===== src/rtl/tbr_pkg.sv =====
package tbr_pkg;
  localparam int unsigned TBR_NCH   = 8;
  localparam int unsigned TBR_CHW   = $clog2(TBR_NCH);
  localparam int unsigned TBR_NIB   = 4;
  localparam int unsigned TBR_AW    = 8;
  localparam int unsigned TBR_DW    = 32;
  localparam int unsigned TBR_REGW  = 2;
  // bit positions inside a channel's control field
  localparam int unsigned BIT_EN    = 0;
  localparam int unsigned BIT_EXT   = 1;
  localparam int unsigned BIT_OVF   = 2;
  localparam int unsigned BIT_PULSE = 3;

  typedef enum logic [2:0] {
    K_NONE,
    K_CHAN,
    K_CTRL,
    K_STAT,
    K_LOCK,
    K_CLR
  } acc_kind_e;

  typedef struct packed {
    acc_kind_e             kind;
    logic [TBR_CHW-1:0]    ch;
    logic [TBR_REGW-1:0]   idx;
  } dec_t;
endpackage


===== src/rtl/tbr_decode.sv =====
module tbr_decode
  import tbr_pkg::*;
#(
  parameter int unsigned LOW_SLOTS = 3
) (
  input  logic [TBR_AW-1:0] addr,
  output dec_t              dec
);
  localparam int unsigned HIGH_FIRST = LOW_SLOTS + 1;
  localparam int unsigned HIGH_END   = HIGH_FIRST + (TBR_NCH - LOW_SLOTS);

  logic [3:0] slot;
  logic       aligned;
  logic [3:0] hi_ch;

  assign slot    = addr[7:4];
  assign aligned = (addr[1:0] == 2'b00);
  assign hi_ch   = slot - 4'd1;

  always_comb begin
    dec.kind = K_NONE;
    dec.ch   = '0;
    dec.idx  = addr[3:2];
    if (aligned) begin
      if (32'(slot) < LOW_SLOTS) begin
        dec.kind = K_CHAN;
        dec.ch   = slot[TBR_CHW-1:0];
      end else if (32'(slot) == LOW_SLOTS) begin
        unique case (addr[3:2])
          2'd0: dec.kind = K_CTRL;
          2'd1: dec.kind = K_STAT;
          2'd2: dec.kind = K_LOCK;
          default: dec.kind = K_CLR;
        endcase
      end else if (32'(slot) >= HIGH_FIRST && 32'(slot) < HIGH_END) begin
        dec.kind = K_CHAN;
        dec.ch   = hi_ch[TBR_CHW-1:0];
      end
    end
  end
endmodule


===== src/rtl/tbr_ctrl_seq.sv =====
module tbr_ctrl_seq
  import tbr_pkg::*;
#(
  parameter int unsigned NCH         = TBR_NCH,
  parameter int unsigned PULSE_FIRST = 4
) (
  input  logic               clk,
  input  logic               rst_n,
  input  logic               upd_valid,
  input  logic [NCH*TBR_NIB-1:0] upd_word,
  output logic [NCH*TBR_NIB-1:0] ctrl_q,
  output logic               busy
);
  localparam int unsigned CW = NCH * TBR_NIB;

  logic [CW-1:0] allow;
  logic [CW-1:0] new_w;
  logic [CW-1:0] ph_a;
  logic [CW-1:0] tgt_q;

  for (genvar i = 0; i < NCH; i++) begin : g_ch
    localparam int unsigned B = i * TBR_NIB;
    logic was_en;
    logic want_en;
    assign allow[B+BIT_PULSE]    = (i >= PULSE_FIRST);
    assign allow[B+BIT_OVF:B]    = '1;
    assign was_en                = ctrl_q[B+BIT_EN];
    assign want_en               = new_w[B+BIT_EN];
    // first half-step: enable only survives if kept; config waits when turning off
    assign ph_a[B+BIT_EN]        = was_en & want_en;
    assign ph_a[B+BIT_PULSE:B+1] = (was_en & ~want_en) ? ctrl_q[B+BIT_PULSE:B+1]
                                                      : new_w[B+BIT_PULSE:B+1];

    assert_enable_last_R4: assert property (@(posedge clk) disable iff (!rst_n)
      $rose(ctrl_q[B+BIT_EN]) |-> $stable(ctrl_q[B+BIT_PULSE:B+1]));
    assert_disable_first_R4: assert property (@(posedge clk) disable iff (!rst_n)
      $fell(ctrl_q[B+BIT_EN]) |-> $stable(ctrl_q[B+BIT_PULSE:B+1]));
  end

  assign new_w = upd_word & allow;

  always_ff @(posedge clk or negedge rst_n) begin
    if (!rst_n) begin
      ctrl_q <= '0;
      tgt_q  <= '0;
      busy   <= 1'b0;
    end else if (upd_valid) begin
      ctrl_q <= ph_a;
      tgt_q  <= new_w;
      busy   <= 1'b1;
    end else if (busy) begin
      ctrl_q <= tgt_q;
      busy   <= 1'b0;
    end
  end

  assert_single_stall_R4: assert property (@(posedge clk) disable iff (!rst_n)
    busy |=> !busy);
  assert_no_update_when_busy_R4: assert property (@(posedge clk) disable iff (!rst_n)
    busy |-> !upd_valid);
endmodule


===== src/rtl/tbr_irq_status.sv =====
module tbr_irq_status
  import tbr_pkg::*;
#(
  parameter int unsigned NCH = TBR_NCH
) (
  input  logic           clk,
  input  logic           rst_n,
  input  logic [NCH-1:0] ev,
  input  logic           clr_valid,
  input  logic [NCH-1:0] clr_mask,
  output logic [NCH-1:0] sts
);
  logic [NCH-1:0] clr_eff;

  assign clr_eff = clr_valid ? clr_mask : '0;

  always_ff @(posedge clk or negedge rst_n) begin
    if (!rst_n) sts <= '0;
    else        sts <= (sts & ~clr_eff) | ev;
  end

  for (genvar i = 0; i < NCH; i++) begin : g_chk
    assert_event_sets_R6: assert property (@(posedge clk) disable iff (!rst_n)
      ev[i] |=> sts[i]);
    assert_only_clear_drops_R7: assert property (@(posedge clk) disable iff (!rst_n)
      $fell(sts[i]) |-> $past(clr_valid && clr_mask[i]));
  end
endmodule


===== src/rtl/tmr_bank_regs.sv =====
module tmr_bank_regs
  import tbr_pkg::*;
#(
  parameter int unsigned PULSE_FIRST = 4,
  parameter int unsigned LOW_SLOTS   = 3,
  parameter logic [7:0]  UNLOCK_KEY  = 8'hAE,
  parameter logic [7:0]  LOCK_KEY    = 8'hEA
) (
  input  logic                clk,
  input  logic                rst_n,
  input  logic                req_valid,
  output logic                req_ready,
  input  logic                req_write,
  input  logic [TBR_AW-1:0]   req_addr,
  input  logic [TBR_DW-1:0]   req_wdata,
  output logic                rsp_valid,
  input  logic                rsp_ready,
  output logic [TBR_DW-1:0]   rsp_rdata,
  output logic [TBR_CHW-1:0]  chan_sel,
  output logic [TBR_REGW-1:0] chan_reg,
  output logic                chan_wr_valid,
  output logic [TBR_DW-1:0]   chan_wr_data,
  input  logic [TBR_DW-1:0]   chan_rd_data,
  input  logic [TBR_NCH-1:0]  chan_event,
  output logic [TBR_NCH-1:0]  chan_enable,
  output logic [TBR_NCH-1:0]  chan_ext_clk,
  output logic [TBR_NCH-1:0]  chan_ovf_ie,
  output logic [TBR_NCH-1:0]  chan_pulse_en,
  output logic                pulse_reject
);
  localparam int unsigned NCH = TBR_NCH;
  localparam int unsigned CW  = NCH * TBR_NIB;

  dec_t          dec;
  logic          acc;
  logic          busy;
  logic          unlocked;
  logic [CW-1:0] ctrl_w;
  logic          upd_valid;
  logic [CW-1:0] upd_word;
  logic          sts_clr;
  logic [NCH-1:0] sts;
  logic [CW-1:0] low_pulse_mask;
  logic [TBR_DW-1:0] rd_val;
  logic [7:0]    key;

  tbr_decode #(.LOW_SLOTS(LOW_SLOTS)) u_dec (
    .addr (req_addr),
    .dec  (dec)
  );

  assign req_ready = !busy && (!rsp_valid || rsp_ready);
  assign acc       = req_valid && req_ready;

  // channel register routing
  assign chan_sel      = dec.ch;
  assign chan_reg      = dec.idx;
  assign chan_wr_data  = req_wdata;
  assign chan_wr_valid = acc && req_write && (dec.kind == K_CHAN);

  // control updates: direct writes and unlocked masked clears
  assign upd_valid = acc && req_write &&
                     ((dec.kind == K_CTRL) || ((dec.kind == K_CLR) && unlocked));
  assign upd_word  = (dec.kind == K_CTRL) ? req_wdata[CW-1:0]
                                          : (ctrl_w & ~req_wdata[CW-1:0]);

  tbr_ctrl_seq #(.NCH(NCH), .PULSE_FIRST(PULSE_FIRST)) u_seq (
    .clk       (clk),
    .rst_n     (rst_n),
    .upd_valid (upd_valid),
    .upd_word  (upd_word),
    .ctrl_q    (ctrl_w),
    .busy      (busy)
  );

  assign sts_clr = acc && req_write && (dec.kind == K_STAT);

  tbr_irq_status #(.NCH(NCH)) u_sts (
    .clk       (clk),
    .rst_n     (rst_n),
    .ev        (chan_event),
    .clr_valid (sts_clr),
    .clr_mask  (req_wdata[NCH-1:0]),
    .sts       (sts)
  );

  for (genvar i = 0; i < NCH; i++) begin : g_out
    localparam int unsigned B = i * TBR_NIB;
    assign chan_enable[i]   = ctrl_w[B+BIT_EN];
    assign chan_ext_clk[i]  = ctrl_w[B+BIT_EXT];
    assign chan_ovf_ie[i]   = ctrl_w[B+BIT_OVF];
    assign chan_pulse_en[i] = ctrl_w[B+BIT_PULSE];
    assign low_pulse_mask[B+BIT_PULSE] = (i < PULSE_FIRST);
    assign low_pulse_mask[B+BIT_OVF:B] = '0;
    if (i < PULSE_FIRST) begin : g_nopulse
      assert_no_pulse_low_R3: assert property (@(posedge clk) disable iff (!rst_n)
        !chan_pulse_en[i]);
    end
  end

  // lock register and pulse rejection flag
  assign key = req_wdata[8:1];

  always_ff @(posedge clk or negedge rst_n) begin
    if (!rst_n) begin
      unlocked     <= 1'b0;
      pulse_reject <= 1'b0;
    end else begin
      if (acc && req_write && (dec.kind == K_LOCK)) begin
        if (key == UNLOCK_KEY)    unlocked <= 1'b1;
        else if (key == LOCK_KEY) unlocked <= 1'b0;
      end
      pulse_reject <= acc && req_write && (dec.kind == K_CTRL) &&
                      |(req_wdata[CW-1:0] & low_pulse_mask);
    end
  end

  // read mux
  always_comb begin
    rd_val = '0;
    unique case (dec.kind)
      K_CHAN: rd_val = chan_rd_data;
      K_CTRL: rd_val[CW-1:0] = ctrl_w;
      K_STAT: rd_val[NCH-1:0] = sts;
      K_LOCK: rd_val[0] = unlocked;
      default: rd_val = '0;
    endcase
  end

  always_ff @(posedge clk or negedge rst_n) begin
    if (!rst_n) begin
      rsp_valid <= 1'b0;
      rsp_rdata <= '0;
    end else if (acc && !req_write) begin
      rsp_valid <= 1'b1;
      rsp_rdata <= rd_val;
    end else if (rsp_ready) begin
      rsp_valid <= 1'b0;
    end
  end

  assert_rsp_hold_R11: assert property (@(posedge clk) disable iff (!rst_n)
    (rsp_valid && !rsp_ready) |=> (rsp_valid && $stable(rsp_rdata)));
  assert_stall_while_waiting_R11: assert property (@(posedge clk) disable iff (!rst_n)
    (rsp_valid && !rsp_ready) |-> !req_ready);
  assert_locked_clear_ignored_R9: assert property (@(posedge clk) disable iff (!rst_n)
    (acc && req_write && (dec.kind == K_CLR) && !unlocked) |=> $stable(ctrl_w));
  assert_no_strobe_off_map_R10: assert property (@(posedge clk) disable iff (!rst_n)
    (dec.kind == K_NONE) |-> !chan_wr_valid);
endmodule


===== config.mk =====
export PLATFORM = sky130hd
export DESIGN_NAME = tmr_bank_regs
export DESIGN_NICKNAME = d
export VERILOG_FILES = /design/src/rtl/tbr_pkg.sv /design/src/rtl/tbr_decode.sv /design/src/rtl/tbr_ctrl_seq.sv /design/src/rtl/tbr_irq_status.sv /design/src/rtl/tmr_bank_regs.sv
export SDC_FILE = /design/constraint.sdc
export NUM_CORES = 1
export LEC_CHECK = 0
export ABC_AREA = 1
export BUFFER_PORTS_ARGS = -buffer_cell sky130_fd_sc_hd__buf_2
export CORE_ASPECT_RATIO = 0.5
export CORE_MARGIN = 2
export CORE_UTILIZATION = 51
export CTS_CLUSTER_DIAMETER = 120
export DETAILED_ROUTE_END_ITERATION = 7
export GPL_ROUTABILITY_DRIVEN = 0
export MAX_ROUTING_LAYER = met4
export PLACE_DENSITY = 0.91
export REMOVE_ABC_BUFFERS = 1
export SYNTH_ARGS = -nofsm -noshare
export SYNTH_HDL_FRONTEND = slang
export SYNTH_SLANG_ARGS = --single-unit

===== constraint.sdc =====
create_clock -name clk -period 1.97 [get_ports clk]
set_input_delay 0.0985 -clock clk [delete_from_list [all_inputs] [get_ports clk]]
set_output_delay 0.0985 -clock clk [all_outputs]
set_load 0.005 [all_outputs]

* Yosys cells after proc, flatten, opt, wreduce, memory -nomap -nowiden
Index checks and enable logic that the tools add are counted.
** Cells by class
- Bitwise logic cells :: 29
- Shift-type cells :: 0
- Div/mod/pow operators :: 0
- Add/subtract/negate cells :: 1
- $lt $le $gt $ge :: 3
- Equal/unequal tests :: 18
- Reduce and logical (&&, ||, !) cells :: 32
- Muxes and demuxes :: 26
- Multiply operators :: 0
** Operators with widths (count)
- $mux 32 :: 3
- $pmux 24 s2 :: 1
- $and 32x32->32 :: 1
- $not 32->32 :: 1
- $mux 3 :: 10
- $pmux 7 s3 :: 1
- $reduce_and 2->1 :: 9
- $and 1x1->1 :: 16
- $eq 8x8->1 const B :: 2
- $ne 2x2->1 const B :: 8
- $logic_and 1x1->1 :: 12
- $mux 6 :: 2
- $pmux 3 s3 :: 1
- $and 8x8->8 :: 1
- $mux 8 :: 1
- $not 1->1 :: 8
- $not 8->8 :: 1
- $or 8x8->8 :: 1
- $eq 3x2->1 const B :: 2
- $eq 3x3->1 const B :: 2
- $reduce_bool 2->1 :: 3
- $mux 1 :: 5
- $eq 4x2->1 const B :: 1
- $ge 4x3->1 const B :: 1
- 12 further kinds :: 16
** Word-level totals
- Bits in writable memories :: 0
- Latch bits :: 0
- Output and inout port bits :: 105
- Bits in registers :: 104
- Memories kept :: 0
- ROM bits :: 0

* Longest topological paths before layout
- Word-level depth :: 12
- Gate-level depth with buffers :: 14
- Mapped depth without buffers :: 13

* Hierarchy
From an unflattened synthesis, not the netlist that was laid out.
** Second synthesis, totals
- Cells, all modules :: 783
- Area total of the unflattened synthesis :: 5615.4 µm²
** By module, submodules not included
- tmr_bank_regs :: sequential area each 875.8 µm², cells an instance 431, times used 1, area each 2660.1 µm²
- tbr_ctrl_seq :: sequential area each 1426.4 µm², cells an instance 277, times used 1, area each 2432.3 µm²
- tbr_irq_status :: sequential area each 200.2 µm², cells an instance 41, times used 1, area each 325.3 µm²
- tbr_decode :: sequential area each 0.0 µm², cells an instance 34, times used 1, area each 197.7 µm²

* Worst setup path before layout
No wires, ideal clock.
- Path type :: reg2reg
- From :: register u_seq.busy
- To :: register u_seq.ctrl_q[13]
- Slack :: 0.387 ns
- Required time :: 1.853 ns
- Path buffers :: 2
- Setup time :: 0.117 ns
- Cell stages (with the launch flop) :: 13
- Arrival :: 1.467 ns
- Cells stage by stage :: dfrtp_1 > buf_4 > inv_4 > nand4_2 > nor2_1 > nand2_2 > nand2_8 > inv_6 > nand2_8 > buf_6 > nand2_1 > nand2_1 > nand2_1
** On the way
- Word-level cells in the longest chain between the ends :: 7
** RTL lines
- start: declaration :: line tbr_ctrl_seq.sv:12 : output logic busy
- start signal: assignment :: line tbr_ctrl_seq.sv:46 : busy <= 1'b0;
- start signal: assignment :: line tbr_ctrl_seq.sv:50 : busy <= 1'b1;
- start signal: assignment :: line tbr_ctrl_seq.sv:53 : busy <= 1'b0;
- $logic_not 1->1 :: line tmr_bank_regs.sv:52 : assign req_ready = !busy && (!rsp_valid || rsp_ready);
- $logic_and 1x1->1 :: line tmr_bank_regs.sv:52
- $logic_and 1x1->1 :: line tmr_bank_regs.sv:53 : assign acc = req_valid && req_ready;
- $logic_and 1x1->1 (2 in a row) :: line tmr_bank_regs.sv:62 : assign upd_valid = acc && req_write &&
- $ne 2x2->1 (no source line) / $reduce_bool 2->1 (equally long branches)
- $reduce_and 2->1 (no source line)
- end signal: assignment :: line tbr_ctrl_seq.sv:48 : ctrl_q <= ph_a;
- end signal: assignment :: line tbr_ctrl_seq.sv:52 : ctrl_q <= tgt_q;
- end: declaration :: line tbr_ctrl_seq.sv:11 : output logic [NCH*TBR_NIB-1:0] ctrl_q,
Several ways; a longest one is shown, not always the timed one.
A chain may end at the register's enable or synchronous reset.

* Worst setup path in the final report
- From :: register u_seq.busy
- To :: register rsp_rdata[13]
** On the way
- Word-level cells in the longest chain between the ends :: 4
** RTL lines
- $logic_not 1->1 :: line tmr_bank_regs.sv:52
- $logic_and 1x1->1 :: line tmr_bank_regs.sv:52
- $logic_and 1x1->1 :: line tmr_bank_regs.sv:53
- $logic_and 1x1->1 :: line tmr_bank_regs.sv:134 : end else if (acc && !req_write) begin
- end signal: assignment :: line tmr_bank_regs.sv:136 : rsp_rdata <= rd_val;
- end: declaration :: line tmr_bank_regs.sv:18 : output logic [TBR_DW-1:0] rsp_rdata,
No other way between the ends.

==> out/metrics.cfg <==
[floorplan]
start_util_pct=53.2
dieArea_mm2=0.0117
rows=26
die_h_um=77.6
dieWidth_um=151
core_region_area_mm2=0.0104
boundaryPins=190

[yosys]
synth_xor_xnor_area_share_pct=0
synthArstFlopShare_pct=100
yosys.area_share.simple_pct=34.5
avgSynthCellArea_um2=7.64
syn-cell-area_mm2=0.00552
synth_cell_types=35
yosys.area.top_type=dfrtp_1
synth_top_area_share_pct=45.4
synthAdderAreaFrac_pct=0.454
yosysMostFrequentCell=nand2_1
ys_seq_area_share_pct=45.4
synth_area_leaders=dfrtp_1 (45%), nand2_1 (18%), nand3_1 (11%)
yosys-mux-area-fraction_pct=0
synthCells=722
synthFlopType=dfrtp_1
synth_edf_count=0
ys_warn_count=0
synthTopCellsByCount=nand2_1 (266), nand3_1 (119), dfrtp_1 (100), inv_1 (60), buf_4 (45)
synth_top_family_by_area=simple AND/OR/NAND/NOR gates
synth_compound_area_share_pct=6.19
ys_ff_latch=100

[critical_path]
r2r_end=rsp_rdata[13]
crit_path_start_kind=register
cp_num_buf_inv=1
r2r-start=u_seq.busy
cp.required_ns=2.16
critPathCaptureType=register
cpPeakStageDelay_ns=0.46
crit_type=register to register
r2r_cells=6
cp.arrival_ns=2.07
critPathMaxFanout=24
worstPathCellList=a21oi_2 > nand3_4 > nor2_2 > buf_4 > nand2_1 > o311ai_1
reg2reg_slack_ns=0.08
crit_path_top_delay_cell=dfrtp_2
cp_top_family=simple AND/OR/NAND/NOR gates

[worst_hold_path]
whs_endpoint=pulse_reject
hp-start=req_wdata[11]
hold_depth=3
min_path_type=primary input to register

[timing]
period_needed_ns=1.89
rsz0062_at_grt=no
max_freq_ghz=0.530
hold_viol_final=0
tightest_slew_ns=0.594
maxSlewHeadroom_pct=60.4
fin_worst_skew_ns=0.00583
setup_ws_ns=0.0820
setup_viol=0
drv_slew=0
period_share_pct=95.8

[power]
p_leak_uw=0.00390
p_total_uw=4500
p_per_area_mw_per_mm2=638
peakVddDrop_mv=0.529

[job]
max_cap_viol_count=0

[clock_network]
htree_levels=3
cts.sinks=100
cts-root-buf=clkbuf_16
clockBufferDepth=2
cts_inserted_buffers=9
cts_tree=built
path_clk_slew_ns=0.07
insertion_delay_ns=0.35

[layout]
fin_util_pct=68.0
layout-drive-gt1-share_pct=27.4
syn2layout_area_growth_pct=28.0
antenna_cells=0
num-nets-final=997

[routing]
drt_wl_total_mm=17.4
drtIter0Drc=532
wl_per_cell_um=16.5
drtAntennaViolNets=0
firstDrtPassIters=6
drcViolationCount=0
vias=5860
via_per_inst=5.55

[grt]
grt_use_total_pct=31.0
grt_first_pass_wirelength_mm=27.7
grt_max_degree=45
grt.overflow.total=0
grt_pass1_vias=5644
antenna_found_initial=0

[status]
status=complete, no violations

[placed_design]
port_buffers=185
post-place-ws_ns=-0.00434
dp_hpwl_mm=11.2

[worst register-to-register path, stage by stage (launching register included)]
cell	delay (ns)
dfrtp_2	0.46
a21oi_2	0.19
nand3_4	0.21
nor2_2	0.16
buf_4	0.33
nand2_1	0.19
o311ai_1	0.19
[stage by stage]
step | instances | area (um2) | hold WS [ns] | TNS (ns)
after floorplan | 655 | 5040 | -0.197 | -21.91
after global placement | 1000 | 6350 | 0.129 | 0
after detailed placement | 1000 | 6350 | 0.143 | -0.00434
after CTS | 1048 | 6970 | 0.0537 | 0
after global routing | 1055 | 7060 | 0.0919 | 0
final | 1055 | 7060 | 0.0726 | 0
[state kept, by name, summed over array words and instances, names as in the netlist]
register and count:
u_seq.tgt_q 28, rsp_rdata 32, u_sts.sts 8, u_seq.ctrl_q 28, unlocked 1, pulse_reject 1, rsp_valid 1, u_seq.busy 1
[power by group]
part	switching [uW]	total, uW	internal, uW	leakage [uW]
logic	290	528	238	0.00245
registers	40.4	2150	2110	0.00130
clock network	776	1830	1050	0.000149
total	1110	4500	3400	0.00390
[cells in the final DEF (no fill, tap or decap), types with 4 or more instances in the layout]
cell type      instances
inv_1                 60
o211ai_1               4
clkbuf_16              9
buf_2                184
o311ai_1              16
nor2_1                31
nand2_1              265
dfrtp_1               99
a21o_1                 4
a21oi_1                6
buf_4                 23
nand3_1              116
dlygate4sd3_1         32
buf_12                 4
conb_1                 4
o21ai_0               17
[layer usage]
metal / routed length, um / track usage (%)
met1: 6790 / 37.6
met4: 753 / 14.1
met3: 1590 / 7.53
met5: 0 / -
met2: 8280 / 49.6
[how the worst max path moves through the flow]
stage / from / endpoint / cells past startpoint
finish: u_seq.busy / rsp_rdata[13] / 6
global route: req_addr[4] / rsp_rdata[13] / 13
CTS: u_seq.busy / u_seq.ctrl_q[29] / 10
detailed placement: req_addr[4] / rsp_rdata[13] / 13
global placement: req_addr[1] / u_sts.sts[4] / 10
floorplan: u_seq.busy / rsp_rdata[10] / 5
[kinds of logic (layout without fill, tap and decap cells)]
family          after synthesis  after routing
fa+ha+maj                     2              2
compound gates               50             50
buf+inv                     135            324
flops                       100            100
other cells                   1              4
simple gates                434            435
[timing repair]
action / 4_1_cts / 5_1_grt
endpoints found under the hold margin: 73 / 0
setup buffers: 0 / 6
setup endpoints to repair: 0 / 28
gates resized for setup: 0 / 6
hold buffers: 32 / 0
[area by class of cell]
cell class,count,area (um2)
clock buffers,12,256
clock inverters,4,47.5
fillers,774,3320
inverters,65,251
multi-input cells,491,2330
flip-flops and latches,100,2500
well taps,140,175
repair buffers,243,1490
(Power assumes the default switching activity.)
